`src/rtl/wdma_pkg.sv`:
```
package wdma_pkg;
  typedef enum logic {
    CS_IDLE,
    CS_RUN
  } cmd_state_e;
endpackage

```
`src/rtl/wdma_fifo.sv`:
```
module wdma_fifo #(
  parameter int DATA_W = 32,
  parameter int DEPTH  = 8,
  localparam int PTR_W = $clog2(DEPTH),
  localparam int CNT_W = $clog2(DEPTH + 1)
) (
  input  logic              clk,
  input  logic              rst,
  input  logic              push,
  input  logic [DATA_W-1:0] push_data,
  input  logic              pop,
  output logic [DATA_W-1:0] pop_data,
  output logic [CNT_W-1:0]  count,
  output logic              full
);
  logic [DATA_W-1:0] mem [DEPTH];
  logic [PTR_W-1:0]  wr_ptr, rd_ptr, wr_nxt, rd_nxt;

  generate
    if ((DEPTH & (DEPTH - 1)) == 0) begin : g_pow2
      assign wr_nxt = wr_ptr + PTR_W'(1);
      assign rd_nxt = rd_ptr + PTR_W'(1);
    end else begin : g_wrap
      assign wr_nxt = (wr_ptr == PTR_W'(DEPTH - 1)) ? '0 : wr_ptr + PTR_W'(1);
      assign rd_nxt = (rd_ptr == PTR_W'(DEPTH - 1)) ? '0 : rd_ptr + PTR_W'(1);
    end
  endgenerate

  // storage and registered read port, no reset: block RAM friendly
  always_ff @(posedge clk) begin
    if (push) mem[wr_ptr] <= push_data;
  end

  always_ff @(posedge clk) begin
    if (pop) pop_data <= mem[rd_ptr];
  end

  always_ff @(posedge clk) begin
    if (rst) begin
      wr_ptr <= '0;
      rd_ptr <= '0;
      count  <= '0;
    end else begin
      if (push) wr_ptr <= wr_nxt;
      if (pop)  rd_ptr <= rd_nxt;
      case ({push, pop})
        2'b10:   count <= count + CNT_W'(1);
        2'b01:   count <= count - CNT_W'(1);
        default: count <= count;
      endcase
    end
  end

  assign full = (count == CNT_W'(DEPTH));

  AST_NO_OVERFLOW: assert property (@(posedge clk) disable iff (rst) push |-> count < CNT_W'(DEPTH));
  AST_NO_UNDERFLOW: assert property (@(posedge clk) disable iff (rst) pop |-> count != '0);
endmodule

```
`src/rtl/wdma_intake.sv`:
```
module wdma_intake #(
  parameter int LEN_W = 16
) (
  input  logic             clk,
  input  logic             rst,
  input  logic             load,
  input  logic [LEN_W-1:0] load_words,
  input  logic             active,
  input  logic             fifo_full,
  input  logic             snk_valid,
  input  logic             snk_eop,
  output logic             snk_ready,
  output logic             push,
  output logic             all_in
);
  logic [LEN_W-1:0] recv_left;
  logic             eop_done;

  always_ff @(posedge clk) begin
    if (rst) begin
      recv_left <= '0;
      eop_done  <= 1'b0;
    end else if (load) begin
      recv_left <= load_words;
      eop_done  <= 1'b0;
    end else if (push) begin
      recv_left <= recv_left - LEN_W'(1);
      if (snk_eop) eop_done <= 1'b1;
    end
  end

  assign all_in    = (recv_left == '0) || eop_done;
  assign snk_ready = active && !all_in && !fifo_full;
  assign push      = snk_valid && snk_ready;

  AST_EOP_STOPS: assert property (@(posedge clk) disable iff (rst) (push && snk_eop) |=> !snk_ready);
  AST_READY_ACTIVE: assert property (@(posedge clk) disable iff (rst) snk_ready |-> active);
endmodule

```
`src/rtl/wdma_burst_master.sv`:
```
module wdma_burst_master #(
  parameter int ADDR_W    = 32,
  parameter int LEN_W     = 16,
  parameter int BURST     = 4,
  parameter int ADDR_STEP = 4,
  parameter int CNT_W     = 4,
  localparam int BC_W     = $clog2(BURST + 1)
) (
  input  logic              clk,
  input  logic              rst,
  input  logic              load,
  input  logic [ADDR_W-1:0] load_addr,
  input  logic              load_incr,
  input  logic              active,
  input  logic              all_in,
  input  logic [CNT_W-1:0]  fifo_count,
  input  logic              m_waitrequest,
  output logic              pop,
  output logic              m_write,
  output logic [ADDR_W-1:0] m_addr,
  output logic [BC_W-1:0]   m_burstcount,
  output logic [LEN_W-1:0]  written,
  output logic              drained
);
  logic [BC_W-1:0] beats_left;
  logic [BC_W-1:0] bc_next;
  logic            incr_q;
  logic            full_ready;
  logic            start;
  logic            beat;

  assign full_ready = fifo_count >= CNT_W'(BURST);
  assign start      = active && !m_write && (full_ready || (all_in && fifo_count != '0));
  assign bc_next    = full_ready ? BC_W'(BURST) : BC_W'(fifo_count);
  assign beat       = m_write && !m_waitrequest;
  assign pop        = start || (beat && beats_left != BC_W'(1));
  assign drained    = active && all_in && (fifo_count == '0) && !m_write;

  always_ff @(posedge clk) begin
    if (rst) begin
      m_write      <= 1'b0;
      m_addr       <= '0;
      m_burstcount <= '0;
      beats_left   <= '0;
      incr_q       <= 1'b0;
      written      <= '0;
    end else begin
      if (load) begin
        m_addr  <= load_addr;
        incr_q  <= load_incr;
        written <= '0;
      end
      if (start) begin
        m_write      <= 1'b1;
        m_burstcount <= bc_next;
        beats_left   <= bc_next;
      end
      if (beat) begin
        written    <= written + LEN_W'(1);
        beats_left <= beats_left - BC_W'(1);
        if (incr_q) m_addr <= m_addr + ADDR_W'(ADDR_STEP);
        if (beats_left == BC_W'(1)) m_write <= 1'b0;
      end
    end
  end

  AST_HOLD_WAIT: assert property (@(posedge clk) disable iff (rst) (m_write && m_waitrequest) |=> (m_write && $stable(m_addr) && $stable(m_burstcount)));
  AST_BURST_BUFFERED: assert property (@(posedge clk) disable iff (rst) $rose(m_write) |-> $past(fifo_count) >= CNT_W'(m_burstcount));
  AST_SHORT_LAST: assert property (@(posedge clk) disable iff (rst) ($rose(m_write) && m_burstcount < BC_W'(BURST)) |-> all_in);
  AST_BURST_RANGE: assert property (@(posedge clk) disable iff (rst) m_write |-> (m_burstcount != '0 && m_burstcount <= BC_W'(BURST)));
endmodule

```
`src/rtl/burst_write_dma.sv`:
```
module burst_write_dma #(
  parameter int ADDR_W      = 32,
  parameter int DATA_W      = 32,
  parameter int LEN_W       = 16,
  parameter int BURST_WORDS = 4,
  localparam int BC_W       = $clog2(BURST_WORDS + 1)
) (
  input  logic              clk,
  input  logic              rst,
  input  logic              cmd_valid,
  output logic              cmd_ready,
  input  logic [ADDR_W-1:0] cmd_addr,
  input  logic [LEN_W-1:0]  cmd_bytes,
  input  logic              cmd_incr,
  input  logic              snk_valid,
  output logic              snk_ready,
  input  logic [DATA_W-1:0] snk_data,
  input  logic              snk_eop,
  output logic              m_write,
  output logic [ADDR_W-1:0] m_addr,
  output logic [BC_W-1:0]   m_burstcount,
  output logic [DATA_W-1:0] m_data,
  input  logic              m_waitrequest,
  output logic              sts_valid,
  output logic [LEN_W-1:0]  sts_bytes
);
  import wdma_pkg::*;

  localparam int BYTES_PER_WORD = DATA_W / 8;
  localparam int BSHIFT         = $clog2(BYTES_PER_WORD);
  localparam int DEPTH          = 2 * BURST_WORDS;
  localparam int CNT_W          = $clog2(DEPTH + 1);

  cmd_state_e       state;
  logic             load;
  logic             active;
  logic             push;
  logic             pop;
  logic             all_in;
  logic             fifo_full;
  logic [CNT_W-1:0] fifo_count;
  logic [LEN_W-1:0] written;
  logic             drained;
  logic [LEN_W-1:0] cmd_words;

  assign cmd_ready = (state == CS_IDLE);
  assign active    = (state == CS_RUN);
  assign load      = cmd_valid && cmd_ready;
  assign cmd_words = cmd_bytes >> BSHIFT;

  always_ff @(posedge clk) begin
    if (rst) begin
      state     <= CS_IDLE;
      sts_valid <= 1'b0;
      sts_bytes <= '0;
    end else begin
      sts_valid <= 1'b0;
      case (state)
        CS_IDLE: if (load) state <= CS_RUN;
        CS_RUN: begin
          if (drained) begin
            sts_valid <= 1'b1;
            sts_bytes <= written << BSHIFT;
            state     <= CS_IDLE;
          end
        end
        default: state <= CS_IDLE;
      endcase
    end
  end

  wdma_intake #(.LEN_W(LEN_W)) u_intake (
    .clk        (clk),
    .rst        (rst),
    .load       (load),
    .load_words (cmd_words),
    .active     (active),
    .fifo_full  (fifo_full),
    .snk_valid  (snk_valid),
    .snk_eop    (snk_eop),
    .snk_ready  (snk_ready),
    .push       (push),
    .all_in     (all_in)
  );

  wdma_fifo #(.DATA_W(DATA_W), .DEPTH(DEPTH)) u_fifo (
    .clk       (clk),
    .rst       (rst),
    .push      (push),
    .push_data (snk_data),
    .pop       (pop),
    .pop_data  (m_data),
    .count     (fifo_count),
    .full      (fifo_full)
  );

  wdma_burst_master #(
    .ADDR_W    (ADDR_W),
    .LEN_W     (LEN_W),
    .BURST     (BURST_WORDS),
    .ADDR_STEP (BYTES_PER_WORD),
    .CNT_W     (CNT_W)
  ) u_master (
    .clk           (clk),
    .rst           (rst),
    .load          (load),
    .load_addr     (cmd_addr),
    .load_incr     (cmd_incr),
    .active        (active),
    .all_in        (all_in),
    .fifo_count    (fifo_count),
    .m_waitrequest (m_waitrequest),
    .pop           (pop),
    .m_write       (m_write),
    .m_addr        (m_addr),
    .m_burstcount  (m_burstcount),
    .written       (written),
    .drained       (drained)
  );

  AST_CMD_IDLE: assert property (@(posedge clk) disable iff (rst) cmd_ready |-> !m_write);
  AST_STS_PULSE: assert property (@(posedge clk) disable iff (rst) sts_valid |=> !sts_valid);
  AST_DATA_HOLD: assert property (@(posedge clk) disable iff (rst) (m_write && m_waitrequest) |=> $stable(m_data));
endmodule

```
`config.mk`:
```
export PLATFORM = sky130hd
export DESIGN_NAME = burst_write_dma
export DESIGN_NICKNAME = d
export VERILOG_FILES = /design/src/rtl/wdma_pkg.sv /design/src/rtl/wdma_fifo.sv /design/src/rtl/wdma_intake.sv /design/src/rtl/wdma_burst_master.sv /design/src/rtl/burst_write_dma.sv
export SDC_FILE = /design/constraint.sdc
export NUM_CORES = 1
export LEC_CHECK = 0
export ABC_AREA = 0
export BUFFER_PORTS_ARGS = -buffer_cell sky130_fd_sc_hd__buf_4
export CAP_MARGIN = 15
export CORE_ASPECT_RATIO = 0.9
export CORE_UTILIZATION = 52
export CTS_BUF_LIST = sky130_fd_sc_hd__clkbuf_2
export DETAILED_ROUTE_END_ITERATION = 16
export PLACE_DENSITY = 0.72
export SLEW_MARGIN = 10
export SYNTH_ARGS = -nofsm -noshare
export SYNTH_HDL_FRONTEND = slang
export SYNTH_HIERARCHICAL = 1
export SYNTH_SLANG_ARGS = --single-unit
export TNS_END_PERCENT = 100
```
`constraint.sdc`:
```
create_clock -name clk -period 7.3 [get_ports clk]
set_input_delay 0.73 -clock clk [delete_from_list [all_inputs] [get_ports clk]]
set_output_delay 0.73 -clock clk [all_outputs]
set_load 0.02 [all_outputs]
```
==> metrics.txt, run 1 <==
# setup viols final=0; Crit path required time=8.08 ns; Avg Cell Area, Syn=15.4 um^2; Max FO, Critical Path=37; core region area=0.0301 mm^2; initial antenna violation count=1; share of cells above drive strength 1=33.0%; # port buffers=169; Avg Vias per Cell=5.57; DR vias=9939; Cell Area, Synth=0.0160 mm^2; Cell Chain, Critical Path=or4_1 > or4_2 > nand2b_1 > o21ai_0 > nand2_1 > nand2_1 > nand2_2 > buf_4 > ha_1 > or3_1 > o32ai_1 > mux2_1; Worst path max stage delay=0.78 ns; DRC=0; drt pass-1 iters=5; post-route cell area=0.0189 mm^2; Slowest cell on crit path=or4_2; initial core utilization=53.3%; max frequency=223 MHz; Worst Hold Class=input port to flop; Slew HR=25.5%; Ports=174; Fin Clk Skew=0.0730 ns; die area=0.0315 mm^2; total gr overflow=0; ANT nets after route=0; worst ir drop on vdd=0.000138 V; Syn Inst Count=1044; largest net degree at the start of global routing=89; Routed WL per cell=18.4 um; CP endpoint kind=flop; Worst-Skew Late Latency=0.96 ns; post-route minimum period=4.48 ns; CTS sink cnt=385; Worst-Margin Slew=1.12 ns; H-tree Lvls=3; first-pass GRT wire length=51.4 mm; max-cap viol count=0; DRT iter0 DRCs=598; Setup TNS=0 ns; # rows=60; Die X=187 um; Layout area overhead=18.1%; number of global-route vias before repair=9846; gr usage total=20.8%; DIE HEIGHT=169 um; global placement routability congestion=0.825; WP data arrival=5.26 ns; CP Launch Type=flop; YS warnings=6; CTS tree=built; most used cell, CP=nand2_1; status=finished, final reports clean; Slew Limit Fails=0; Layout Nets=1407; Post-DP Area=0.0176 mm^2; critical path type=flop to flop; routed wire length=32.8 mm; final hold viol count=0; PD cells=216 mW/mm^2; DP Wirelength=18.2 mm; clk slew on worst S/H paths=0.11 ns; CTS Buf Count=94; fin crit share=61.4%; CTS Root Buffer Type=clkbuf_2; RSZ-0062 raised after global routing=no; clock tree buffer depth=3; LEAKAGE=6.68 nW
## cell type report
class                      instances  area [um^2]
timing repair buffer             227         1810
tap                              403          504
sequential                       385        10600
clock inverter                    29          186
fill                            2253        11200
antenna                            1         2.50
inverter                          11         41.3
multi-input combinational        591         5110
clock buffer                     137          686
## sequential cells by signal (all words and copies together), names as in the netlist, 4 cells and up
name,count
u_fifo/mem,256
u_fifo/pop_data,32
u_master/m_addr,32
u_intake/recv_left,16
sts_bytes,14
u_master/written,14
u_fifo/count,4
## report_power, final
| part | internal, mW | switching, mW | leakage (nW) |
|---|---|---|---|
| combinational | 0.124 | 0.144 | 2.63 |
| clock | 0.579 | 0.830 | 0.662 |
| sequential | 2.38 | 0.0326 | 3.39 |
## timing repair
action / CTS / global route
setup buffers: 0 / 0
hold buffers: 42 / 0
endpoints found under the hold margin: 257 / 0
resized for setup: 0 / 0
## final timing paths
check	startpoint	endpoint	slack, ns	cells after the start
worst min-delay path	cmd_addr[16]	u_master/m_addr[16]	0.09	3
worst max-delay path	u_intake/recv_left[6]	u_fifo/count[3]	2.82	12
worst max register to register	u_intake/recv_left[6]	u_fifo/count[3]	2.82	12
worst min register to register	u_master/m_burstcount[2]	u_master/m_burstcount[2]	0.47	2
## per-layer routing
layer  track usage (%)  part of all wire [%]
met5                 0                     0
met4              7.34                   1.9
met3              4.48                   5.1
met2              34.5                    49
met1              27.4                    44
## cell usage in the layout (no fill, tap or decap), types with 21 or more instances in the layout
master,n
mux2_2,37
dlygate4sd3_1,42
mux4_2,39
clkbuf_2,137
nand3_1,34
edfxtp_1,288
o21ai_0,21
nor2_1,58
a211oi_1,22
mux4_1,25
a21oi_1,44
nand2_1,57
buf_4,185
dfxtp_1,94
## critical path, delay by kind of cell, from the launching register on
kind                     cells  cell delay, ns
AO/OA/AOI/OAI                2            0.26
adder cells (fa/ha/maj)      1            0.43
buffers and inverters        1            0.53
flip-flops                   1            0.35
multiplexers                 1            0.35
AND/OR/NAND/NOR              7            2.37
## through the flow
stage | setup WS (ns) | power (mW) | utilization, % | hold WS [ns] | instances
floorplan | 2.93 | 2.61 | - | 0.450 | 1047
global placement | 2.89 | 2.71 | 58.6 | 0.449 | 1575
detailed placement | 2.85 | 2.71 | 58.6 | 0.453 | 1575
CTS | 2.82 | 4.14 | 62.9 | 0.00189 | 1783
global route | 2.48 | 4.28 | 62.9 | 0.00133 | 1784
finish | 2.82 | 4.09 | 62.9 | 0.0902 | 1784
Note: power is estimated with default switching activity, not from simulation.
==> run 2: changes to the inputs <==
Settings changed: ABC_AREA 0 to 1, PLACE_DENSITY 0.72 to 0.75.
Clock period 7.3 ns to 3.7 ns, I/O delays scaled along.
==> run 2 against run 1 <==
Area after synthesis rose by 5.2%; worst hold slack better by 0.12 ns; setup slack worse by 2.2 ns; core utilization is 0.74 points higher; non-clock buffer count increased by 61; flip-flop and latch count is the same; count of clock-buffer cells in the layout is 2 lower; combinational power increased to 6.2 times the previous value; cell count grew 40%; sequential share of layout area fell by 3.7 points.
==> metrics.txt, run 2 <==
DP Wirelength=22.7 mm; Worst Hold Class=input port to flop; worst flop-to-flop path startpoint=u_intake/recv_left[0]; Top reg by flops=u_fifo/mem; max frequency=328 MHz; top routing layer in use=met4; initial antenna violation count=3; worst hold slack=0.208 ns; Ports=174; CP endpoint kind=flop; status=finished, final reports clean; ANT nets after route=0; Slew HR=35.4%; clock tree buffer depth=3; # setup viols final=0; die area=0.0331 mm^2; metal2 WL=19.2 mm; Layout Nets=2106; R2R Path End=u_fifo/mem[6][27]; CTS Root Buffer Type=clkbuf_2; routed wire length=38.9 mm; Avg Vias per Cell=5.27; R2R cell count=11; Reg2Reg Setup Slack=0.65 ns; core region area=0.0319 mm^2; Syn Inst Count=1704; placed cell count=2232; H-tree Lvls=3; Post-DP Area=0.0185 mm^2; Cell Area, Synth=0.0169 mm^2; CTS sink cnt=385; post-route minimum period=3.05 ns; DR vias=13200; critical path type=flop to flop; post-route insts no fill=2503; Hold Crit Start=snk_data[2]; Layout area overhead=20.4%; Hold Path End=u_fifo/mem[3][2]; Setup TNS=0 ns; RSZ-0062 raised after global routing=no; first-pass GRT wire length=62.5 mm; Pwr Total=9.40 mW; Fin Clk Skew=0.110 ns; DRT iter0 DRCs=1001; DRC=0; max reg flops=256; Routed WL per cell=15.5 um; number of global-route vias before repair=12800; commonest non-fill, non-tap cell in the layout=nand2_1; Die X=192 um; Slew Limit Fails=0; global placement routability congestion=0.893; Avg Cell Area, Syn=9.89 um^2; WP data arrival=3.62 ns; WL met3=2.25 mm; largest net degree at the start of global routing=96; total gr overflow=0; PD cells=463 mW/mm^2; post-route cell area=0.0203 mm^2; gr usage total=23.6%; CTS Buf Count=94; fin crit share=82.5%; YS warnings=6; clk slew on worst S/H paths=0.12 ns; DIE HEIGHT=173 um; LEAKAGE=7.94 nW; final hold viol count=0; CP Launch Type=flop; share of cells above drive strength 1=18.7%; # rows=62; drt pass-1 iters=5; WHS Path Cells=2; most frequent cells in the layout=381 x nand2_1, 288 x edfxtp_1, 243 x nor2_1; worst ir drop on vdd=0.000205 V; Worst-Margin Slew=0.969 ns; # port buffers=169; CTS tree=built; max-cap viol count=0; initial core utilization=52.9%; Top Registers=u_fifo/mem x256, u_fifo/pop_data x32, u_master/m_addr x32; Crit path required time=4.27 ns; Max FO, Critical Path=14; Worst-Skew Late Latency=0.95 ns; routed length on met1=16.6 mm
==> run 2: critical path: stages, from the launching register on <==
cell     delay (ns)
dfxtp_1        0.36
inv_1          0.07
ha_1           0.24
nand3_2        0.12
nor2_2         0.07
nand2_2        0.11
nand4_4        0.24
inv_1          0.26
inv_1          0.14
or2_2          0.40
nor2_4         0.39
buf_4          0.30
==> run 2: stage by stage <==
step | setup slack [ns] | util [%]
floorplan | 0.394 | -
global placement | 0.787 | 57.9
detailed placement | 0.733 | 57.9
CTS | 0.615 | 63.6
global route | 0.404 | 63.7
finish | 0.648 | 63.7
==> run 2: timing repair <==
item                                   CTS  global route
endpoints found under the hold margin  320             0
gates resized for setup                  0             0
hold buffers                            97             0
buffers inserted                         0             0
==> run 2: layout make-up <==
type / count / area [um^2]
multi-input cells: 1129 / 5490
clock buffers: 135 / 676
repair buffers: 288 / 2420
inverters: 111 / 417
diodes: 3 / 7.51
fillers: 2553 / 11600
clock inverters: 36 / 174
flip-flops and latches: 385 / 10600
well taps: 416 / 520
==> run 2: per-layer routing <==
metal	up-vias	track usage, %
met5	-	0
met4	0	7.97
met3	78	4.71
met2	421	40.2
met1	6205	29.9
li1	6497	-
==> run 2: power breakdown <==
part / leakage, nW / internal, mW / switching (mW)
combinational: 3.90 / 0.632 / 1.04
sequential: 3.39 / 4.86 / 0.178
clock: 0.650 / 1.01 / 1.68
==> run 2: worst max path at each step <==
stage	cells past startpoint	startpoint	slack, ns	endpoint
2_1_floorplan	10	u_intake/recv_left[0]	0.39	u_fifo/mem[0][0]
3_3_place_gp	11	u_intake/recv_left[0]	0.79	u_fifo/mem[6][15]
3_5_place_dp	11	u_intake/recv_left[0]	0.73	u_fifo/mem[6][16]
4_1_cts	11	u_intake/recv_left[0]	0.61	u_fifo/mem[6][27]
5_1_grt	11	u_intake/recv_left[0]	0.40	u_fifo/mem[6][27]
6_report	11	u_intake/recv_left[0]	0.65	u_fifo/mem[6][27]
